## config.mk

```make
export PLATFORM = sky130hd
export DESIGN_NAME = zcm_mute_top
export DESIGN_NICKNAME = d
export VERILOG_FILES = /design/src/rtl/zcm_pkg.sv /design/src/rtl/zcm_timeout.sv /design/src/rtl/zcm_release.sv /design/src/rtl/zcm_ctrl.sv /design/src/rtl/zcm_lane.sv /design/src/rtl/zcm_datapath.sv /design/src/rtl/zcm_mute_top.sv
export SDC_FILE = /design/constraint.sdc
export NUM_CORES = 1
export LEC_CHECK = 0
export BUFFER_PORTS_ARGS = -buffer_cell sky130_fd_sc_hd__buf_4
export CORE_MARGIN = 3
export CORE_UTILIZATION = 35
export CTS_BUF_LIST = sky130_fd_sc_hd__clkbuf_2
export DETAILED_ROUTE_END_ITERATION = 8
export GPL_TIMING_DRIVEN = 0
export PLACE_DENSITY = 0.56
export SLEW_MARGIN = 20
export SYNTH_ARGS = -nofsm -noshare
export SYNTH_HDL_FRONTEND = slang
export SYNTH_SLANG_ARGS = --single-unit
export TNS_END_PERCENT = 20
```

## constraint.sdc

```tcl
create_clock -name clk -period 2.9 [get_ports clk]
set_input_delay 0.435 -clock clk [delete_from_list [all_inputs] [get_ports clk]]
set_output_delay 0.435 -clock clk [all_outputs]
set_load 0.01 [all_outputs]
```

## src/rtl/zcm_pkg.sv

```systemverilog
package zcm_pkg;

  // Strobes from the control section to the per-channel datapath.
  typedef struct packed {
    logic applyAll;   // every channel may take the requested state this edge
    logic forceMute;  // hardware override or its release tail is active
  } zcmStrobe_t;

endpackage

```

## src/rtl/zcm_timeout.sv

```systemverilog
module zcm_timeout #(
  parameter int TIMEOUT_CYCLES = 25_000_000
) (
  input  logic clk,
  input  logic rstN,
  input  logic swWrite,
  output logic timerIdle
);
  localparam int CNT_W = $clog2(TIMEOUT_CYCLES + 1);

  logic [CNT_W-1:0] remain;

  always_ff @(posedge clk) begin
    if (!rstN) begin
      remain <= '0;
    end else if (swWrite) begin
      remain <= CNT_W'(TIMEOUT_CYCLES);
    end else if (remain != '0) begin
      remain <= remain - 1'b1;
    end
  end

  assign timerIdle = (remain == '0);
endmodule

```

## src/rtl/zcm_release.sv

```systemverilog
module zcm_release #(
  parameter int RELEASE_CYCLES = 125_000
) (
  input  logic clk,
  input  logic rstN,
  input  logic hwMuteN,
  output logic holdMute
);
  localparam int REL_W = $clog2(RELEASE_CYCLES + 1);

  logic [REL_W-1:0] tail;

  always_ff @(posedge clk) begin
    if (!rstN) begin
      tail <= '0;
    end else if (!hwMuteN) begin
      tail <= REL_W'(RELEASE_CYCLES);
    end else if (tail != '0) begin
      tail <= tail - 1'b1;
    end
  end

  assign holdMute = !hwMuteN || (tail != '0);
endmodule

```

## src/rtl/zcm_ctrl.sv

```systemverilog
module zcm_ctrl
  import zcm_pkg::*;
#(
  parameter int TIMEOUT_CYCLES = 25_000_000,
  parameter int RELEASE_CYCLES = 125_000
) (
  input  logic       clk,
  input  logic       rstN,
  input  logic       zcMode,
  input  logic       swWrite,
  input  logic       hwMuteN,
  output logic       timerIdle,
  output zcmStrobe_t strobe
);
  logic holdMute;

  zcm_timeout #(.TIMEOUT_CYCLES(TIMEOUT_CYCLES)) uTimeout (
    .clk      (clk),
    .rstN     (rstN),
    .swWrite  (swWrite),
    .timerIdle(timerIdle)
  );

  zcm_release #(.RELEASE_CYCLES(RELEASE_CYCLES)) uRelease (
    .clk     (clk),
    .rstN    (rstN),
    .hwMuteN (hwMuteN),
    .holdMute(holdMute)
  );

  // A strobe in this cycle reloads the timer, so an idle timer must not
  // let the freshly written request through on the same edge.
  always_comb begin
    strobe.applyAll  = !zcMode || (timerIdle && !swWrite);
    strobe.forceMute = holdMute;
  end
endmodule

```

## src/rtl/zcm_lane.sv

```systemverilog
module zcm_lane
  import zcm_pkg::*;
(
  input  logic       clk,
  input  logic       rstN,
  input  logic       genMute,
  input  logic       inWindow,
  input  zcmStrobe_t strobe,
  output logic       crossing,
  output logic       busMute,
  output logic       muteOut
);
  logic prevWin;

  assign crossing = inWindow && !prevWin;

  always_ff @(posedge clk) begin
    if (!rstN) begin
      prevWin <= 1'b1;
      busMute <= 1'b1;
    end else begin
      prevWin <= inWindow;
      if (strobe.applyAll || crossing) begin
        busMute <= genMute;
      end
    end
  end

  assign muteOut = busMute || strobe.forceMute;
endmodule

```

## src/rtl/zcm_datapath.sv

```systemverilog
module zcm_datapath
  import zcm_pkg::*;
#(
  parameter int NUM_CH = 2
) (
  input  logic              clk,
  input  logic              rstN,
  input  logic              genMute,
  input  logic [NUM_CH-1:0] inWindow,
  input  zcmStrobe_t        strobe,
  output logic [NUM_CH-1:0] crossing,
  output logic [NUM_CH-1:0] busState,
  output logic [NUM_CH-1:0] muteOut
);
  for (genvar ch = 0; ch < NUM_CH; ch++) begin : gLane
    zcm_lane uLane (
      .clk     (clk),
      .rstN    (rstN),
      .genMute (genMute),
      .inWindow(inWindow[ch]),
      .strobe  (strobe),
      .crossing(crossing[ch]),
      .busMute (busState[ch]),
      .muteOut (muteOut[ch])
    );
  end
endmodule

```

## src/rtl/zcm_mute_top.sv

```systemverilog
module zcm_mute_top
  import zcm_pkg::*;
#(
  parameter int NUM_CH         = 2,
  parameter int TIMEOUT_CYCLES = 25_000_000,
  parameter int RELEASE_CYCLES = 125_000
) (
  input  logic              clk,
  input  logic              rstN,
  input  logic              genMute,
  input  logic              zcMode,
  input  logic              swWrite,
  input  logic              hwMuteN,
  input  logic [NUM_CH-1:0] inWindow,
  output logic [NUM_CH-1:0] muteOut
);
  zcmStrobe_t        strobe;
  logic              timerIdle;
  logic [NUM_CH-1:0] crossing;
  logic [NUM_CH-1:0] busState;

  zcm_ctrl #(
    .TIMEOUT_CYCLES(TIMEOUT_CYCLES),
    .RELEASE_CYCLES(RELEASE_CYCLES)
  ) uCtrl (
    .clk      (clk),
    .rstN     (rstN),
    .zcMode   (zcMode),
    .swWrite  (swWrite),
    .hwMuteN  (hwMuteN),
    .timerIdle(timerIdle),
    .strobe   (strobe)
  );

  zcm_datapath #(.NUM_CH(NUM_CH)) uData (
    .clk     (clk),
    .rstN    (rstN),
    .genMute (genMute),
    .inWindow(inWindow),
    .strobe  (strobe),
    .crossing(crossing),
    .busState(busState),
    .muteOut (muteOut)
  );
endmodule

```

==> impl_summary.log <==
INFO  metric cell_count_final_fillers_out = 349
INFO  metric globalRoute.totalOverflow = 0
INFO  metric die_h = 86.8 um
INFO  metric timing.critical_path.slowest_stage_cell = sky130_fd_sc_hd__or4_4
INFO  metric h-tree-depth = 2
INFO  metric critical_path.startpoint_type = flip-flop
INFO  metric first_global_vias = 1706
INFO  metric netlist_instances = 258
INFO  metric dr_total_vias = 1887
INFO  metric p_switching = 443 uW
INFO  metric grt_first_pass_wirelength = 8.05 mm
INFO  metric power.ir.vdd_worst = 0.192 mV
INFO  metric synthesis.nets = 269
INFO  metric critical_path_arrival = 2.24 ns
INFO  metric worst_hold_path_type = input pin to flip-flop
INFO  metric critical_path_class = flip-flop to output pin
INFO  metric core_area = 0.00613 mm2
INFO  metric groute.layer.met1.usage = 0.186
INFO  metric critical_path.max_stage_delay = 0.59 ns
INFO  metric wl = 4.76 mm
INFO  metric asyncSetResetFlopFracSynth = 0
INFO  metric clk_pin_slew = 0.24 ns
INFO  metric timing_max_transition_violations_final = 0
INFO  metric clock_sink_count = 46
INFO  metric synth_seq_area_share = 0.403
INFO  metric layout_worst_path_cycle_share = 0.924
INFO  metric number_of_enable_type_register_cells_in_the_synthesized_netlist = 0
INFO  metric n_antenna_cell = 0
INFO  metric drive_gt1_frac = 0.142
INFO  metric power.share.sequential = 0.550
INFO  metric place_inst = 340
INFO  metric place.port_buffers = 7
INFO  metric drcViolationCount = 0
INFO  metric maxCapViolCount = 0
INFO  metric r2r_slack = 0.32 ns
INFO  metric postRouteAntennaNets = 0
INFO  metric row_cnt = 28
INFO  metric seqCellArea = 921 um2
INFO  metric violation_count_after_the_first_detailed_routing_iteration = 127
INFO  metric timing.setup.tns = 0 ns
INFO  metric power.share.clock = 0.200
INFO  metric power-per-cell-area = 534 mW/mm2
INFO  metric layout-area-overhead-vs-synth = 9.31%
INFO  metric timing.critical_path.mode_cell = sky130_fd_sc_hd__buf_4
INFO  metric fillCellCount = 629
INFO  metric avg_cell_area_syn = 8.86 um2
INFO  metric worst_ep_required_time = 2.47 ns
INFO  metric layout.core_utilization = 0.408
INFO  metric max_slew.worst_pin.slew = 0.604 ns
INFO  metric effective_utilization_at_floorplan = 0.373
INFO  metric floorplan.die_area = 0.00754 mm2
INFO  metric setup-violations-final = 0
INFO  metric timing.critical_path.fanout_max = 5
INFO  metric timing_hold_violations_final = 0
INFO  metric timing.slew.headroom = 0.593
INFO  metric dp_worst_setup_slack = 0.238 ns
INFO  metric nets = 284
INFO  metric synth-seq-cells = 46
INFO  metric mappedNetlistArea = 0.00229 mm2
INFO  metric gr-usage-met3 = 0.0342
INFO  metric top_usage_layer = met2
INFO  metric cell_internal_pwr = 890 uW
INFO  metric grt_start_max_net_pins = 14
INFO  metric post_synth_num_cell_types = 45
INFO  metric gp_congestion = 0.785
INFO  metric dpl-instance-area = 0.00243 mm2
INFO  metric cts_root_buffer = sky130_fd_sc_hd__clkbuf_2
INFO  metric leakagePower = 0.000923 uW
INFO  metric synth-warning-count = 0
INFO  metric timing.clock.skew = 0.0213 ns
INFO  metric met2_usage = 0.202
INFO  metric routed_via_density = 5.41
INFO  metric critical_path.cell_chain = or4_4 -> nor3_4 -> nand2_1 -> nor3_2 -> nand3b_1 -> buf_4 -> buf_4
INFO  metric power.switching_fraction = 0.332
INFO  metric tritoncts_clock_tree = yes
INFO  metric setup_slack = 0.221 ns
INFO  metric global_route.usage.total = 0.134
INFO  metric dr.pass1.iters = 4
INFO  metric max_freq = 0.373 GHz
INFO  metric crit_path_end_kind = output pin
INFO  metric fin_crit = 2.68 ns
INFO  metric ys_dominant_reg_cell = sky130_fd_sc_hd__dfxtp_1
INFO  metric multi_input_area = 0.00129 mm2
INFO  metric status = completed
INFO  metric antenna_found_initial = 0
INFO  metric wire_per_inst = 13.6 um
INFO  metric worstSkewPairLatency = 0.42 ns
INFO  metric post_detail_place_hpwl = 3.38 mm
INFO  metric rsz0062_at_grt = false
INFO  metric design.portCount = 10
INFO  metric clock_path_buffers = 2
INFO  metric share_comb_of_total_power = 0.250
INFO  metric design_area = 0.00250 mm2
INFO  metric floorplan_die_width = 86.8 um
INFO  metric cts_inserted_buffers = 5
[flip-flops by register name, summed over array words and instances, names as in the netlist]
name                       count
uCtrl.uTimeout.remain         25
uCtrl.uRelease.tail           17
uData.gLane.uLane.busMute      2
uData.gLane.uLane.prevWin      2
[power groups by stage]
stage,Combinational [uW],Clock [uW],Sequential [uW]
2_1_floorplan,259,0,733
3_3_place_gp,318,0,744
3_5_place_dp,321,0,744
4_1_cts,331,280,732
5_1_grt,374,311,743
6_report,333,267,733
[cells by family after synthesis]
group           after synthesis  share of synthesized area
compound gates               58                      0.183
xor+xnor                     21                     0.0805
fa+ha+maj                     3                     0.0164
buf+inv                      20                     0.0432
flops                        46                      0.403
mux                           3                     0.0137
simple gates                107                      0.261
[path summary, 6_finish.rpt]
kind / from / to / cells past startpoint
setup reg to reg: uCtrl.uTimeout.remain[0]$_SDFFE_PP0P_ / uCtrl.uTimeout.remain[21]$_SDFFE_PN0N_ / 8
setup / recovery: uCtrl.uRelease.tail[3]$_SDFFE_PN0P_ / muteOut[1] / 7
hold / removal: inWindow[1] / uData.gLane[1].uLane.prevWin$_SDFF_PN1_ / 2
hold reg to reg: uCtrl.uTimeout.remain[3]$_SDFFE_PP0P_ / uCtrl.uTimeout.remain[3]$_SDFFE_PP0P_ / 2
[per-layer routing]
metal,part of all wire,vias to the layer above
li1,-,977
met1,0.53,886
met2,0.43,18
met3,0.030,6
met4,0.015,0
met5,0,-
[synth_stat cells (7+ instances only)]
library cell,instances,area (um2)
sky130_fd_sc_hd__nand2_1,9,33.8
sky130_fd_sc_hd__a21oi_1,10,50.1
sky130_fd_sc_hd__clkbuf_1,7,26.3
sky130_fd_sc_hd__nor2_1,27,101
sky130_fd_sc_hd__nor3_1,12,60.1
sky130_fd_sc_hd__nor4_1,12,75.1
sky130_fd_sc_hd__inv_1,7,26.3
sky130_fd_sc_hd__or3_1,7,43.8
sky130_fd_sc_hd__o21ai_0,11,55.1
sky130_fd_sc_hd__xor2_1,15,131
sky130_fd_sc_hd__dfxtp_1,46,921
sky130_fd_sc_hd__nand2b_1,8,50.1
[area by class of cell]
class / instances / area share
well taps: 75 / 0.0376
inverters: 7 / 0.0105
multi-input cells: 192 / 0.515
clock buffers: 6 / 0.0120
plain buffers: 13 / 0.0290
repair buffers: 8 / 0.0240
flip-flops and latches: 46 / 0.369
clock inverters: 2 / 0.00351
[through the flow]
stage / hold slack, ns / power [uW]
5_1_grt: 0.154 / 1430
2_1_floorplan: 0.432 / 992
4_1_cts: 0.178 / 1340
3_5_place_dp: 0.454 / 1060
6_report: 0.205 / 1330
3_3_place_gp: 0.458 / 1060
[worst max-delay path: cells and delay by family (launching register included)]
| kind | cells | cell delay, ns |
|---|---|---|
| flops | 1 | 0.41 |
| buf+inv | 2 | 0.28 |
| simple gates | 5 | 1.14 |
[timing repair]
action                     CTS  global route
setup endpoints to repair    2             2
gates resized for setup      2             2
buffers inserted             1             0
hold buffers                 0             0
pin swaps                    1             0
hold endpoints to repair     0             0
[placed cells by master (no fill, tap or decap), types with 3 or more instances in the layout]
| master | n |
|---|---|
| sky130_fd_sc_hd__nand2_1 | 9 |
| sky130_fd_sc_hd__or4_1 | 5 |
| sky130_fd_sc_hd__nor2_1 | 27 |
| sky130_fd_sc_hd__or3_2 | 3 |
| sky130_fd_sc_hd__o21ai_0 | 11 |
| sky130_fd_sc_hd__nand3_1 | 6 |
| sky130_fd_sc_hd__nand2b_1 | 8 |
| sky130_fd_sc_hd__clkbuf_2 | 6 |
| sky130_fd_sc_hd__o211ai_1 | 5 |
| sky130_fd_sc_hd__or2_2 | 3 |
| sky130_fd_sc_hd__o31a_2 | 3 |
| sky130_fd_sc_hd__o31a_1 | 4 |
| sky130_fd_sc_hd__dfxtp_1 | 46 |
| sky130_fd_sc_hd__inv_1 | 7 |
| sky130_fd_sc_hd__a211oi_1 | 4 |
| sky130_fd_sc_hd__a21oi_1 | 10 |
| sky130_fd_sc_hd__xnor2_1 | 6 |
| sky130_fd_sc_hd__nor4_1 | 12 |
| sky130_fd_sc_hd__a31oi_1 | 3 |
| sky130_fd_sc_hd__o21a_1 | 6 |
| sky130_fd_sc_hd__nor3_1 | 10 |
| sky130_fd_sc_hd__or4_4 | 3 |
| sky130_fd_sc_hd__clkbuf_1 | 7 |
| sky130_fd_sc_hd__buf_4 | 10 |
| sky130_fd_sc_hd__o2111ai_1 | 4 |
| sky130_fd_sc_hd__xor2_1 | 15 |
| sky130_fd_sc_hd__or3_1 | 7 |
| sky130_fd_sc_hd__ha_1 | 3 |
| sky130_fd_sc_hd__nand3b_1 | 3 |
No activity file was read; power rests on OpenSTA's default activity.
